### src/rtl/timer_pkg.sv
package timer_pkg;

   typedef enum logic [1:0] {
      TO_OFF    = 2'b00,
      TO_TOGGLE = 2'b01,
      TO_LOW    = 2'b10,
      TO_HIGH   = 2'b11
   } tout_mode_e;

   localparam int unsigned NUM_CH = 2;

endpackage

### src/rtl/tmr_channel.sv
module tmr_channel #(
   parameter int unsigned  CNT_W  = 16,
   parameter int unsigned  ADDR_W = 8,
   parameter logic [7:0]   BASE   = 8'h0C
) (
   input  logic              clk,
   input  logic              rst_n,
   input  logic              tick,
   input  logic              cnt_en,
   input  logic              rd,
   input  logic              wr,
   input  logic [ADDR_W-1:0] addr,
   input  logic [7:0]        wdata,
   input  logic              ctrl_rd,
   output logic [7:0]        rdata_o,
   output logic              hit_o,
   output logic              flag_o,
   output logic              zero_evt_o
);

   localparam logic [ADDR_W-1:0] A_CL = ADDR_W'(BASE);
   localparam logic [ADDR_W-1:0] A_CH = ADDR_W'(BASE + 8'd1);
   localparam logic [ADDR_W-1:0] A_RL = ADDR_W'(BASE + 8'd2);
   localparam logic [ADDR_W-1:0] A_RH = ADDR_W'(BASE + 8'd3);
   localparam logic [CNT_W-1:0]  ONE  = CNT_W'(1);

   logic [CNT_W-1:0] cnt, reload;
   logic [15:0]      cnt_ext, rld_ext;
   logic [7:0]       hi_latch;
   logic             armed;
   logic             sel_cl, sel_ch, sel_rl, sel_rh;
   logic             cnt_wr, cnt_rd, step, clr_req;

   assign sel_cl  = (addr == A_CL);
   assign sel_ch  = (addr == A_CH);
   assign sel_rl  = (addr == A_RL);
   assign sel_rh  = (addr == A_RH);
   assign hit_o   = sel_cl | sel_ch | sel_rl | sel_rh;
   assign cnt_wr  = wr & (sel_cl | sel_ch);
   assign cnt_rd  = rd & (sel_cl | sel_ch);
   assign step    = tick & cnt_en & ~cnt_wr;
   assign zero_evt_o = step & (cnt == ONE);
   assign clr_req = cnt_rd & armed;
   assign cnt_ext = 16'(cnt);
   assign rld_ext = 16'(reload);

   always_ff @(posedge clk or negedge rst_n) begin
      if (!rst_n) begin
         cnt <= '1;
      end else if (wr && sel_cl) begin
         cnt <= CNT_W'({cnt_ext[15:8], wdata});
      end else if (wr && sel_ch) begin
         cnt <= CNT_W'({wdata, cnt_ext[7:0]});
      end else if (step) begin
         cnt <= (cnt == '0) ? reload : cnt - ONE;
      end
   end

   always_ff @(posedge clk or negedge rst_n) begin
      if (!rst_n) begin
         reload <= '1;
      end else if (wr && sel_rl) begin
         reload <= CNT_W'({rld_ext[15:8], wdata});
      end else if (wr && sel_rh) begin
         reload <= CNT_W'({wdata, rld_ext[7:0]});
      end
   end

   always_ff @(posedge clk or negedge rst_n) begin
      if (!rst_n) begin
         flag_o   <= 1'b0;
         armed    <= 1'b0;
         hi_latch <= '0;
      end else begin
         if (zero_evt_o)   flag_o <= 1'b1;
         else if (clr_req) flag_o <= 1'b0;
         if (ctrl_rd)      armed  <= 1'b1;
         else if (cnt_rd)  armed  <= 1'b0;
         if (rd && sel_cl) hi_latch <= cnt_ext[15:8];
      end
   end

   always_comb begin
      unique case (1'b1)
         sel_cl:  rdata_o = cnt_ext[7:0];
         sel_ch:  rdata_o = hi_latch;
         sel_rl:  rdata_o = rld_ext[7:0];
         sel_rh:  rdata_o = rld_ext[15:8];
         default: rdata_o = 8'h00;
      endcase
   end

   AST_FLAG_ON_ZERO: assert property (@(posedge clk) disable iff (!rst_n)
      (tick && cnt_en && !cnt_wr && cnt == ONE) |=> (flag_o && cnt == '0));
   AST_FLAG_CLEAR: assert property (@(posedge clk) disable iff (!rst_n)
      (clr_req && !zero_evt_o) |=> !flag_o);
   AST_RELOAD: assert property (@(posedge clk) disable iff (!rst_n)
      (tick && cnt_en && !cnt_wr && cnt == '0) |=> (cnt == $past(reload)));
   AST_FROZEN: assert property (@(posedge clk) disable iff (!rst_n)
      (!(tick && cnt_en) && !cnt_wr) |=> $stable(cnt));

endmodule

### src/rtl/tmr_outpin.sv
module tmr_outpin
   import timer_pkg::*;
(
   input  logic       clk,
   input  logic       rst_n,
   input  tout_mode_e mode,
   input  logic       zero_evt,
   input  logic       out_sel,
   output logic       tout,
   output logic       tout_en
);

   logic tout_q;

   always_ff @(posedge clk or negedge rst_n) begin
      if (!rst_n) begin
         tout_q <= 1'b1;
      end else begin
         unique case (mode)
            TO_LOW:    tout_q <= 1'b0;
            TO_HIGH:   tout_q <= 1'b1;
            TO_TOGGLE: if (zero_evt) tout_q <= ~tout_q;
            default:   tout_q <= tout_q;
         endcase
      end
   end

   assign tout    = tout_q;
   assign tout_en = out_sel & (mode != TO_OFF);

   AST_FORCE_LOW: assert property (@(posedge clk) disable iff (!rst_n)
      (mode == TO_LOW) |=> !tout_q);
   AST_FORCE_HIGH: assert property (@(posedge clk) disable iff (!rst_n)
      (mode == TO_HIGH) |=> tout_q);
   AST_TOGGLE: assert property (@(posedge clk) disable iff (!rst_n)
      (mode == TO_TOGGLE && zero_evt) |=> (tout_q != $past(tout_q)));
   AST_INHIBIT: assert property (@(posedge clk) disable iff (!rst_n)
      (mode == TO_OFF) |=> $stable(tout_q));

endmodule

### src/rtl/dual_reload_timer.sv
module dual_reload_timer
   import timer_pkg::*;
#(
   parameter int unsigned CNT_W     = 16,
   parameter int unsigned ADDR_W    = 8,
   parameter logic [7:0]  CTRL_ADDR = 8'h10,
   parameter logic [7:0]  CH0_BASE  = 8'h0C,
   parameter logic [7:0]  CH1_BASE  = 8'h14
) (
   input  logic              clk,
   input  logic              rst_n,
   input  logic [ADDR_W-1:0] addr,
   input  logic              rd,
   input  logic              wr,
   input  logic [7:0]        wdata,
   output logic [7:0]        rdata,
   input  logic              tick,
   input  logic              out_sel,
   output logic              irq0,
   output logic              irq1,
   output logic              tout,
   output logic              tout_en
);

   localparam logic [ADDR_W-1:0] A_CTRL = ADDR_W'(CTRL_ADDR);

   if (CNT_W < 9 || CNT_W > 16) begin : g_bad_width
      $error("CNT_W must lie in 9..16");
   end
   if (ADDR_W < 8) begin : g_bad_addr
      $error("ADDR_W must be at least 8");
   end
   if (CTRL_ADDR >= CH0_BASE && CTRL_ADDR < CH0_BASE + 8'd4) begin : g_bad_map0
      $error("control address overlaps channel 0");
   end
   if (CTRL_ADDR >= CH1_BASE && CTRL_ADDR < CH1_BASE + 8'd4) begin : g_bad_map1
      $error("control address overlaps channel 1");
   end

   logic [NUM_CH-1:0] ie, en, flag, hit, zero_evt;
   logic [7:0]        ch_rdata [NUM_CH];
   tout_mode_e        mode;
   logic              ctrl_hit, ctrl_rd;

   assign ctrl_hit = (addr == A_CTRL);
   assign ctrl_rd  = rd & ctrl_hit;

   always_ff @(posedge clk or negedge rst_n) begin
      if (!rst_n) begin
         ie   <= '0;
         en   <= '0;
         mode <= TO_OFF;
      end else if (wr && ctrl_hit) begin
         ie   <= wdata[5:4];
         mode <= tout_mode_e'(wdata[3:2]);
         en   <= wdata[1:0];
      end
   end

   for (genvar g = 0; g < NUM_CH; g++) begin : g_ch
      tmr_channel #(
         .CNT_W  (CNT_W),
         .ADDR_W (ADDR_W),
         .BASE   ((g == 0) ? CH0_BASE : CH1_BASE)
      ) u_ch (
         .clk        (clk),
         .rst_n      (rst_n),
         .tick       (tick),
         .cnt_en     (en[g]),
         .rd         (rd),
         .wr         (wr),
         .addr       (addr),
         .wdata      (wdata),
         .ctrl_rd    (ctrl_rd),
         .rdata_o    (ch_rdata[g]),
         .hit_o      (hit[g]),
         .flag_o     (flag[g]),
         .zero_evt_o (zero_evt[g])
      );
   end

   always_comb begin
      if (ctrl_hit)    rdata = {flag[1], flag[0], ie[1], ie[0], mode, en[1], en[0]};
      else if (hit[0]) rdata = ch_rdata[0];
      else if (hit[1]) rdata = ch_rdata[1];
      else             rdata = 8'h00;
   end

   assign irq0 = flag[0] & ie[0];
   assign irq1 = flag[1] & ie[1];

   tmr_outpin u_out (
      .clk      (clk),
      .rst_n    (rst_n),
      .mode     (mode),
      .zero_evt (zero_evt[1]),
      .out_sel  (out_sel),
      .tout     (tout),
      .tout_en  (tout_en)
   );

   AST_CTRL_RO_FLAGS: assert property (@(posedge clk) disable iff (!rst_n)
      (wr && ctrl_hit && zero_evt == '0) |=> (flag == $past(flag) || flag < $past(flag)));

endmodule

### config.mk
export PLATFORM = sky130hd
export DESIGN_NAME = dual_reload_timer
export DESIGN_NICKNAME = d
export VERILOG_FILES = /design/src/rtl/timer_pkg.sv /design/src/rtl/tmr_channel.sv /design/src/rtl/tmr_outpin.sv /design/src/rtl/dual_reload_timer.sv
export SDC_FILE = /design/constraint.sdc
export NUM_CORES = 1
export LEC_CHECK = 0
export BUFFER_PORTS_ARGS = -buffer_cell sky130_fd_sc_hd__buf_2
export CAP_MARGIN = 20
export CORE_MARGIN = 2
export CORE_UTILIZATION = 61
export DETAILED_ROUTE_END_ITERATION = 6
export PLACE_DENSITY = 0.79
export SLEW_MARGIN = 20
export SYNTH_ARGS = -nofsm -noshare
export SYNTH_HDL_FRONTEND = slang
export SYNTH_SLANG_ARGS = --single-unit
### constraint.sdc
create_clock -name clk -period 2.3 [get_ports clk]
set_input_delay 0.23 -clock clk [delete_from_list [all_inputs] [get_ports clk]]
set_output_delay 0.23 -clock clk [all_outputs]
set_load 0.005 [all_outputs]
-- Word-level counts from Yosys, hierarchy flattened
Index checks and enable logic that the tools add are counted.
- flip-flop bits (word level): 91
- output and inout bits: 12
- word-level logic and storage cells: 121
- input port bits: 22
- add/sub/neg operators: 2
- reductions and logical operators: 30
- bitwise gates (word level): 29
- muxes and demuxes: 25
- equal/unequal tests: 17
- operators with widths (kind ; count):
    $mux 16 ; 6
    $pmux 8 s4 ; 2
    $mux 8 ; 7
    $eq 8x5->1 const B ; 5
    $eq 16x1->1 const B ; 2
    $eq 8x4->1 const B ; 4
    $logic_not 16->1 ; 2
    $sub 16x1->16 const B ; 2
    $reduce_bool 2->1 ; 9
    $and 1x1->1 ; 16
    $reduce_and 2->1 ; 7
    $logic_and 1x1->1 ; 11
    $mux 1 ; 9
    $not 1->1 ; 7
    $or 1x1->1 ; 6
    $eq 2x2->1 const B ; 2
    $ne 2x1->1 const B ; 2
    $pmux 1 s3 ; 1
    $reduce_bool 3->1 ; 1
    $eq 2x1->1 const B ; 1
    $ne 2x2->1 const B ; 1

-- Longest topological paths before layout
Gate-level depths: netlist of the first run.
- word-level depth: 8
- depth in mapped cells: 8
- depth with buffers taken out: 7

-- By module
From an unflattened synthesis of the first run, not the netlist that was laid out.
- cells, all modules: 493
- area, all modules: 5625.4 um^2
- modules (own cells, without submodules) (module ; times used ; sequential area each (um^2) ; cells an instance ; area an instance (um^2)):
    tmr_channel (g_ch[1].u_ch) ; 1 ; 1091.0 ; 233 ; 2636.3
    tmr_channel (g_ch[0].u_ch) ; 1 ; 1091.0 ; 214 ; 2443.6
    dual_reload_timer ; 1 ; 150.1 ; 40 ; 478.0
    tmr_outpin ; 1 ; 26.3 ; 6 ; 67.6

-- Least setup slack after synthesis of the first run
OpenSTA, ideal clock, no wires.
- path type: register -> register
- start point: register g_ch[0].u_ch.cnt[2]
- end point: register g_ch[0].u_ch.cnt[8]
- cell stages (with the launch flop): 7
- data arrival time: 1.875 ns
- required time: 2.218 ns
- slack: 0.343 ns
- buffers on the path: 1
- period minus slack after synthesis: 1.957 ns
- cell sequence: dfstp_2 > buf_2 > or4_4 > nor4b_1 > a2bb2oi_1 > a2bb2oi_1 > mux2_2
- word-level cells in the longest chain between the ends: 4
- RTL lines (item ; line ; RTL):
    from (decl) ; tmr_channel.sv:27 ; logic [CNT_W-1:0] cnt, reload;
    from (signal assigned) ; tmr_channel.sv:51 ; cnt <= CNT_W'({cnt_ext[15:8], wdata});
    from (signal assigned) ; tmr_channel.sv:53 ; cnt <= CNT_W'({wdata, cnt_ext[7:0]});
    from (signal assigned) ; tmr_channel.sv:55 ; cnt <= (cnt == '0) ? reload : cnt - ONE;
    $sub 16x1->16 / $logic_not 16->1 (equally long branches) ; tmr_channel.sv:55 ;
    $mux 16 * ; tmr_channel.sv:55 ;
    $mux 16 * ; tmr_channel.sv:54 ; end else if (step) begin
    $mux 16 * ; tmr_channel.sv:52 ; end else if (wr && sel_ch) begin
Mark *: on every way between the ends. The rest lies on a longest branch, timed or not. The select of a mux whose other input is x is not followed.
A chain may end at the register's enable or synchronous reset.

-- Worst setup path in the final report of the first run
- start point: input addr[5]
- end point: output rdata[3]
- word-level cells in the longest chain between the ends: 7
- RTL lines (item ; line ; RTL):
    from (decl) ; dual_reload_timer.sv:12 ; input logic [ADDR_W-1:0] addr,
    $eq 8x5->1 (on tied branches) ; tmr_channel.sv:34, tmr_channel.sv:35 ;
    $or 1x1->1 (3 in series) ; tmr_channel.sv:38 ; assign hit_o = sel_cl | sel_ch | sel_rl | sel_rh;
    $mux 8 ; dual_reload_timer.sv:85 ; else if (hit[1]) rdata = ch_rdata[1];
    $mux 8 ; dual_reload_timer.sv:84 ; else if (hit[0]) rdata = ch_rdata[0];
    $mux 8 * ; dual_reload_timer.sv:83 ; if (ctrl_hit) rdata = {flag[1], flag[0], ie[1], ie[0], mode, en[1], en[0]};
    to (decl) ; dual_reload_timer.sv:16 ; output logic [7:0] rdata,
Mark *: on every way between the ends. The rest lies on a longest branch, timed or not.

==> key figures, run 1 <==
Placed design
  – RD Place Congestion: 1.007
  – Port bufs: 33
  – Post-Place Worst Slack: 0.1225 ns
  – HPWL after DPL: 10.83 mm

Cells and area
  – Ant diodes: 0
  – Final nets: 581
  – Commonest non-fill, non-tap cell in the layout: dfstp_2
  – Layout area overhead: 11.66%
  – Filler cells: 642
  – Most frequent cells in the layout: dfstp_2 (65), mux2_2 (55), o21ai_0 (38), nand2_1 (38), buf_2 (32)
  – Share of layout cells above drive strength 1: 41.94%
  – Finished Core Util: 70.42%

GRT
  – GR Util All Layers: 31.92%
  – First-pass GRT wire length: 24.20 mm
  – Pin count of the biggest net entering global routing: 50
  – Initial antenna violation count: 1
  – Number of global-route vias before repair: 4489
  – Remaining Overflow, GRT: 0

STA
  – RSZ-0062 raised after global routing: false
  – Max Clock Freq: 452.9 MHz
  – Fin worst setup slack: 0.09209 ns
  – Final-report hold violation count: 0
  – Pins Over Slew Limit: 0
  – Skew final: 0.01039 ns
  – Sum Neg Setup Slack: 0 ns
  – Max transition margin: 51.32%
  – Worst-Margin Slew: 0.7290 ns
  – Final Cycle Share: 96.00%
  – Period minus WS final: 2.208 ns
  – Setup violations, final: 0

Setup path
  – Worst Path Max Fanout: 7
  – Critical path class: in -> out
  – Worst setup SP type: primary input
  – Req. time, crit path: 2.07 ns
  – CP arrival: 1.98 ns
  – CP endpoint kind: output pin
  – R2R setup slack: 0.20 ns

Synth
  – Synthesized area: 5527 um2
  – Top_reg_cell synth: dfstp_2
  – Ys Warns: 0
  – Async set-or-reset flop fraction in the synthesized netlist: 100.0%
  – Share of the synthesized area in the top cell type: 30.90%
  – Post-synthesis sequential area ratio: 42.68%
  – Syn_nets: 535
  – Post-synth EDFFs: 0
  – Synth area leaders: dfstp_2 (31%), dfrtp_1 (12%), mux2_2 (11%)
  – Synth cell types: 70
  – Flops & latches, synth: 91
  – Average size of a mapped cell: 10.90 um2
  – Synth area leader: dfstp_2
  – Post-Synthesis Cells: 507

CTS
  – TritonCTS Buffers: 9
  – Clk buf depth: 2
  – Clock sink count: 91
  – CTS tree: yes
  – Post-CTS Setup Bufs: 0
  – Clock slew seen by the registers of the worst setup and hold paths: 0.10 ns
  – Clk_lat worst skew: 0.37 ns
  – Clock Tree Root: clkbuf_8
  – CTS H-Tree Depth: 3

Run
  – # Max-Cap Violations: 0

Floorplan
  – Die W: 99.19 um
  – Die area: 9838 um2
  – Floorplan row count: 34
  – Num ports: 34
  – Initial Util: 63.06%
  – Core area: 8763 um2
  – Die H: 99.19 um

Pwr
  – Leakage: 2.556 nW
  – VDD IR max: 0.0005505 V
  – Power per cell area: 962.0 nW/um2

Run status
  – Status: finished clean

Detailed routing
  – DR iter-0 viols: 473
  – DRC: 0
  – WL final: 14.84 mm
  – DRT Pass-1 Iters: 5
  – Number of vias per cell: 6.781
  – Vias: 4516
  – Wire length per cell: 22.29 um
  – Final ANT Viol Nets: 0

Min path
  – Worst Hold Class: in -> reg
-- per-stage QoR --
stage	hold WS, ns	power (mW)	instances	cell area, um2
detailed placement	0.2818	4.644	649	5932
global route	0.2140	6.312	666	6171
CTS	0.1945	5.906	666	6166
finish	0.2061	5.937	666	6171
global placement	0.2819	4.556	649	5932
floorplan	-0.06559	4.029	507	5527
-- state kept, by name (all words and copies together) (netlist names) --
signal,flops
en,2
g_ch.u_ch.armed,2
g_ch.u_ch.cnt,32
g_ch.u_ch.flag_o,2
g_ch.u_ch.hi_latch,16
g_ch.u_ch.reload,32
ie,2
mode,2
u_out.tout,1
-- path summary, 6_finish.rpt --
| kind | end | from | cells past startpoint |
|---|---|---|---|
| max in group asynchronous | g_ch[1].u_ch.cnt[15]$_DFFE_PN1P_ | rst_n | 3 |
| min in group asynchronous | g_ch[0].u_ch.hi_latch[6]$_DFFE_PN0P_ | rst_n | 2 |
| setup reg to reg | g_ch[1].u_ch.cnt[4]$_DFFE_PN1P_ | g_ch[1].u_ch.cnt[2]$_DFFE_PN1P_ | 6 |
| hold / removal | g_ch[1].u_ch.armed$_DFFE_PN0P_ | rd | 2 |
| setup / recovery | rdata[3] | addr[5] | 5 |
| hold reg to reg | g_ch[0].u_ch.hi_latch[3]$_DFFE_PN0P_ | g_ch[0].u_ch.hi_latch[3]$_DFFE_PN0P_ | 1 |
-- cell families (layout without fill, tap and decap cells) --
kind of cell,Yosys count,after routing,share of synthesized area (%)
flip-flops,91,91,42.68
AND/OR/NAND/NOR,151,151,17.03
multiplexers,80,80,17.55
AO/OA/AOI/OAI,129,129,16.39
XOR/XNOR,14,14,2.219
adder cells (fa/ha/maj),6,6,1.358
buffers and inverters,36,87,2.785
-- cell usage after synthesis (all sizes together) (13+ instances only) --
| master | number |
|---|---|
| nor3 | 17 |
| nor2 | 37 |
| nand3 | 13 |
| mux2i | 17 |
| clkbuf | 14 |
| o21ai | 42 |
| dfstp | 65 |
| a22oi | 27 |
| buf | 13 |
| nand2 | 38 |
| dfrtp | 26 |
| mux2 | 55 |
-- routing by layer --
metal | part of all wire [%] | GRT usage (%) | vias to the layer above
li1 | - | - | 2022
met1 | 44 | 46.21 | 2249
met2 | 47 | 49.27 | 229
met3 | 8.3 | 7.238 | 16
met4 | 1.3 | 7.903 | 0
met5 | 0 | 0 | -
-- power by group --
part / total [mW] / internal [mW] / leakage, nW / switching [mW]
Sequential: 2.49 / 2.04 / 1.03 / 0.447
Clock: 1.24 / 0.626 / 0.109 / 0.616
Combinational: 2.21 / 1.03 / 1.41 / 1.18
-- worst max-delay path, stage by stage --
cell	delay [ns]
buf_2	0.12
or3_2	0.52
or4_1	0.70
o21ai_0	0.25
buf_2	0.15
-- final cells by class --
type                       count  area [um2]  share of cell area (%)
multi-input combinational    380        3019                   48.93
sequential                    91        2359                   38.22
timing repair buffer          62       400.4                   6.488
tap                          108       135.1                   2.190
clock buffer                  10       127.6                   2.068
clock inverter                 6       96.34                   1.561
inverter                       9       33.78                  0.5474
-- timing repair --
item                       CTS  global route
setup endpoints to repair    0             4
hold buffers                 1             0
gates resized for setup      0             1
hold endpoints to repair    13             0
No activity file was read; power rests on OpenSTA's default activity.
==> run 2: changes to the inputs <==
--- a/config.mk
+++ b/config.mk
@@ -9,8 +9,10 @@
 export CAP_MARGIN = 20
 export CORE_MARGIN = 2
 export CORE_UTILIZATION = 61
+export CTS_CLUSTER_DIAMETER = 120
 export DETAILED_ROUTE_END_ITERATION = 6
 export PLACE_DENSITY = 0.79
+export RECOVER_POWER = 25
 export SLEW_MARGIN = 20
 export SYNTH_ARGS = -nofsm -noshare
 export SYNTH_HDL_FRONTEND = slang
==> run 2 against run 1 <==
- final cell count is the same
- die area is the same
- core utilization shrank 0.20 points
- setup slack gained 0.0033 ns
- routed wire length is essentially flat
- sequential power is essentially flat
- sequential share of layout area grew 0.11 points
- clock skew is essentially flat
- total power is essentially flat
- cell area shrank 0.28%
- largest power group unchanged
==> key figures, run 2 (synthesis results as in run 1) <==
Floorplan
  – Initial Util: 63.06%
  – Die area: 9838 um2
  – Die W: 99.19 um
  – Floorplan row count: 34
  – Core area: 8763 um2
  – Die H: 99.19 um
  – Num ports: 34

STA
  – Worst-Margin Slew: 1.191 ns
  – RSZ-0062 raised after global routing: false
  – Fin worst setup slack: 0.09539 ns
  – Period minus WS final: 2.205 ns
  – Max Clock Freq: 453.6 MHz
  – Sum Neg Setup Slack: 0 ns
  – Final Cycle Share: 95.85%
  – Hold Slack: 0.2060 ns
  – Max transition margin: 20.63%
  – Setup violations, final: 0
  – Skew final: 0.01016 ns
  – Pins Over Slew Limit: 0
  – Final-report hold violation count: 0

Setup path
  – CP max stage delay: 0.70 ns
  – WP buf/inv: 2
  – Critical-path top delay cell: or4_1
  – Critical path class: in -> out
  – CP endpoint kind: output pin
  – Req. time, crit path: 2.07 ns
  – CP cell instances: buf_2 > or3_2 > or4_1 > o21ai_0 > buf_2
  – Worst Path Max Fanout: 7
  – Crit-path most repeated cell: buf_2
  – CP arrival: 1.97 ns
  – Worst setup SP type: primary input
  – Family with the most delay on the worst path: simple AND/OR/NAND/NOR gates

Pwr
  – VDD IR max: 0.0005503 V
  – Power per cell area: 964.1 nW/um2
  – Leakage: 2.551 nW

Detailed routing
  – Final ANT Viol Nets: 0
  – Wire length per cell: 22.30 um
  – WL final: 14.85 mm
  – DR iter-0 viols: 473
  – DRC: 0
  – Vias: 4502
  – Number of vias per cell: 6.760
  – DRT Pass-1 Iters: 5

CTS
  – CTS H-Tree Depth: 3
  – Clock slew seen by the registers of the worst setup and hold paths: 0.10 ns
  – Clk buf depth: 2
  – Clock sink count: 91
  – Clk_lat worst skew: 0.37 ns
  – CTS tree: yes
  – Post-CTS Setup Bufs: 0
  – TritonCTS Buffers: 9
  – Clock Tree Root: clkbuf_8

Cells and area
  – Layout area overhead: 11.34%
  – Finished Core Util: 70.22%
  – Regs by FF count: g_ch.u_ch.cnt x32, g_ch.u_ch.reload x32, g_ch.u_ch.hi_latch x16
  – Final design instance area without fill: 6153 um2
  – Most frequent cells in the layout: dfstp_2 (65), mux2_2 (55), o21ai_0 (38), nand2_1 (38), buf_2 (32)
  – Commonest non-fill, non-tap cell in the layout: dfstp_2
  – Share of layout cells above drive strength 1: 41.94%
  – Reg area: 2359 um2
  – Area of the multi-input gates: 3019 um2
  – Final nets: 581
  – Filler cells: 644
  – Ant diodes: 0

Min path
  – Worst Hold Class: in -> reg

GRT
  – Pin count of the biggest net entering global routing: 50
  – Remaining Overflow, GRT: 0
  – GR Util All Layers: 31.92%
  – First-pass GRT wire length: 24.20 mm
  – Number of global-route vias before repair: 4489
  – Initial antenna violation count: 1

Run status
  – Status: finished clean

Placed design
  – Post-Place Worst Slack: 0.1225 ns
  – Post-Place Cell Area: 5932 um2
  – Port bufs: 33
  – HPWL after DPL: 10.83 mm
  – RD Place Congestion: 1.007

Run
  – # Max-Cap Violations: 0
[run 2: cell count changes in the layout (fill, tap and decap cells not counted)]
| cell | delta |
|---|---|
| clkbuf_2 | +2 |
| buf_4 | -1 |
| buf_12 | -1 |
[run 2: worst register-to-register path: cells and delay by family, from the launching register on]
family / cells / cell delay [ns]
DFF: 1 / 0.42
buffers and inverters: 1 / 0.25
muxes: 1 / 0.13
AOI/OAI and AO/OA: 1 / 0.20
and+or+nand+nor: 3 / 1.03
[run 2: repair_timing]
action,in CTS,in global routing
endpoints found under the hold margin,13,0
gates resized for setup,0,1
hold buffers,1,0
endpoints found under the setup margin,0,4
[run 2: path summary, 6_finish.rpt]
path	startpoint	endpoint	slack (ns)	cells past startpoint
max	addr[5]	rdata[3]	0.1	5
min	rd	g_ch[1].u_ch.armed$_DFFE_PN0P_	0.21	2
max reg2reg	g_ch[1].u_ch.cnt[2]$_DFFE_PN1P_	g_ch[1].u_ch.cnt[4]$_DFFE_PN1P_	0.19	6
min reg2reg	g_ch[1].u_ch.hi_latch[4]$_DFFE_PN0P_	g_ch[1].u_ch.hi_latch[4]$_DFFE_PN0P_	0.51	1
max in group asynchronous	rst_n	g_ch[0].u_ch.armed$_DFFE_PN0P_	0.39	3
min in group asynchronous	rst_n	g_ch[0].u_ch.hi_latch[6]$_DFFE_PN0P_	0.64	2
[run 2: through the flow]
step / power, mW / instances
finish: 5.932 / 666
global route: 6.308 / 666
CTS: 5.906 / 666
detailed placement: 4.644 / 649
global placement: 4.556 / 649
floorplan: 4.029 / 507
[run 2: per-layer routing]
metal	vias up	track usage [%]	wire (um)
li1	2023	-	-
met3	16	7.238	1248
met2	227	49.27	6923
met5	-	0	0
met4	0	7.903	193
met1	2236	46.21	6489
[run 2: power breakdown]
group          internal (mW)  switching (mW)
Sequential              2.04           0.447
Combinational           1.02            1.18
Clock                  0.626           0.617
Total                   3.69            2.25
[run 2: final cells by class]
class	instances	area share, %
Inverter	9	0.5490
Timing Repair Buffer	62	6.222
Clock buffer	10	2.074
Multi-Input combinational cell	380	49.06
Sequential cell	91	38.33
Tap cell	108	2.196
Clock inverter	6	1.566
==> run 3: changes to the inputs <==
--- a/config.mk
+++ b/config.mk
@@ -6,8 +6,7 @@
 export NUM_CORES = 1
 export LEC_CHECK = 0
 export BUFFER_PORTS_ARGS = -buffer_cell sky130_fd_sc_hd__buf_2
-export CAP_MARGIN = 20
-export CORE_MARGIN = 2
+export CAP_MARGIN = 10
 export CORE_UTILIZATION = 61
 export CTS_CLUSTER_DIAMETER = 120
 export DETAILED_ROUTE_END_ITERATION = 6
==> run 3 against run 2 <==
- the flow now finishes with violations (DRC)
- largest cell class unchanged
- clock power down 3%
- routed wire length down 0.64%
- critical path type unchanged
- register-to-register slack worse by 0.03 ns
- final cell count down 0.15%
- core utilization down 0.17 points
- first-iteration DRC count down 18%
- clock skew about the same
- highest routed layer unchanged
- setup slack worse by 0.0014 ns
- worst hold slack better by 0.024 ns
- die area down 4.0%
- non-clock buffer count down 1
==> key figures, run 3 (synthesis results as in run 1) <==
Cells and area
  – Share of layout cells above drive strength 1: 41.55%
  – Final nets: 580
  – Regs by FF count: g_ch.u_ch.cnt x32, g_ch.u_ch.reload x32, g_ch.u_ch.hi_latch x16
  – Most frequent cells in the layout: dfstp_2 (65), mux2_2 (55), o21ai_0 (38), nand2_1 (38), buf_2 (32)
  – Commonest non-fill, non-tap cell in the layout: dfstp_2
  – Layout area overhead: 11.07%
  – Fin cells: 665

Setup path
  – Critical path class: in -> out
  – FF-to-FF path depth: 6
  – R2R setup slack: 0.16 ns
  – Worst flop-to-flop path startpoint: g_ch[1].u_ch.cnt[11]$_DFFE_PN1P_
  – Worst Path Max Fanout: 7
  – CP startpoint: addr[5]
  – Req. time, crit path: 2.07 ns
  – Reg2reg end: g_ch[1].u_ch.cnt[11]$_DFFE_PN1P_
  – Worst setup SP type: primary input
  – CP endpoint kind: output pin
  – CP arrival: 1.98 ns
  – CP endpoint: rdata[3]

Floorplan
  – Num ports: 34
  – Floorplan row count: 34
  – Die H: 97.19 um
  – Die W: 97.19 um
  – Die area: 9445 um2
  – Core area: 8763 um2
  – Initial Util: 63.06%

STA
  – Max transition margin: 28.60%
  – RSZ-0062 raised after global routing: false
  – Period minus WS final: 2.206 ns
  – Final-report hold violation count: 0
  – Final Cycle Share: 95.91%
  – Hold Slack: 0.2298 ns
  – Sum Neg Setup Slack: 0 ns
  – Max Clock Freq: 453.3 MHz
  – Worst-Margin Slew: 1.071 ns
  – Skew final: 0.01020 ns
  – Setup violations, final: 0
  – Pins Over Slew Limit: 0

GRT
  – Number of global-route vias before repair: 4384
  – Pin count of the biggest net entering global routing: 49
  – Initial antenna violation count: 1
  – GR Util All Layers: 32.42%
  – Remaining Overflow, GRT: 0
  – First-pass GRT wire length: 23.72 mm

CTS
  – Hold buffer count at CTS: 1
  – Post-CTS sizing: 0
  – Clock Tree Root: clkbuf_8
  – Post-CTS Setup Bufs: 0
  – Clk_lat worst skew: 0.37 ns
  – CTS tree: yes
  – Clock slew seen by the registers of the worst setup and hold paths: 0.08 ns
  – CTS H-Tree Depth: 3
  – Clk buf depth: 2
  – TritonCTS Buffers: 9
  – Clock sink count: 91

Detailed routing
  – Vias: 4574
  – DR iter-0 viols: 390
  – WL final: 14.76 mm
  – DRC: 2
  – Final ANT Viol Nets: 0
  – Wire length per cell: 22.19 um
  – DRT Pass-1 Iters: 7
  – Number of vias per cell: 6.878

Min path
  – Worst Hold Class: in -> reg

Pwr
  – Power per cell area: 960.7 nW/um2
  – VDD IR max: 0.0003720 V
  – Leakage: 2.537 nW
  – PnR Total Power: 5.897 mW

Placed design
  – Cells after DPL: 648
  – HPWL after DPL: 10.61 mm
  – RD Place Congestion: 0.9968
  – Port bufs: 33

Run status
  – Failing checks: DRC
  – Status: finished with violations

Run
  – # Max-Cap Violations: 0
## run 3: report_power, final
| part | leakage (nW) | internal (mW) | switching, mW |
|---|---|---|---|
| sequential | 1.03 | 2.04 | 0.456 |
| combinational | 1.40 | 1.01 | 1.19 |
| clock | 0.102 | 0.636 | 0.565 |
## run 3: metrics by stage
| stage | worst slack [ns] | utilization (%) | instance area [um2] |
|---|---|---|---|
| after floorplan | 0.3431 | - | 5527 |
| after global placement | 0.1047 | 67.60 | 5924 |
| after detailed placement | 0.1151 | 67.60 | 5924 |
| after CTS | 0.1014 | 70.19 | 6151 |
| after global routing | 0.0008848 | 70.02 | 6136 |
| final | 0.09400 | 70.05 | 6138 |
## run 3: metal layers
metal  part of all wire (%)  vias to the layer above  track usage [%]
met1                     43                     2247            47.32
met3                    8.9                       36            6.906
met5                      0                        -                0
met4                    2.1                        0            12.51
li1                       -                     2023                -
met2                     45                      268            47.40
## run 3: final cells by class
| type | count | area [um2] |
|---|---|---|
| flip-flops and latches | 91 | 2359 |
| fillers | 629 | 2625 |
| clock buffers | 11 | 141.4 |
| well taps | 108 | 135.1 |
| repair buffers | 61 | 377.9 |
| multi-input cells | 380 | 3014 |
| diodes | 1 | 2.502 |
| clock inverters | 4 | 75.07 |
| inverters | 9 | 33.78 |
## run 3: worst min-delay path by stage
stage,endpoint,startpoint,depth (start not counted),slack (ns)
global route,g_ch[1].u_ch.armed$_DFFE_PN0P_,rd,2,0.24
detailed placement,g_ch[0].u_ch.hi_latch[0]$_DFFE_PN0P_,rst_n,1,0.26
finish,g_ch[1].u_ch.armed$_DFFE_PN0P_,rd,2,0.23
global placement,g_ch[0].u_ch.hi_latch[6]$_DFFE_PN0P_,rst_n,1,0.25
floorplan,en[0]$_DFFE_PN0P_,rst_n,0,-0.07
CTS,g_ch[1].u_ch.armed$_DFFE_PN0P_,rd,2,0.22
## run 3: critical path, cell delays in order
cell	delay [ns]
buf_2	0.12
or3_2	0.52
or4_1	0.70
o21ai_0	0.25
buf_2	0.15
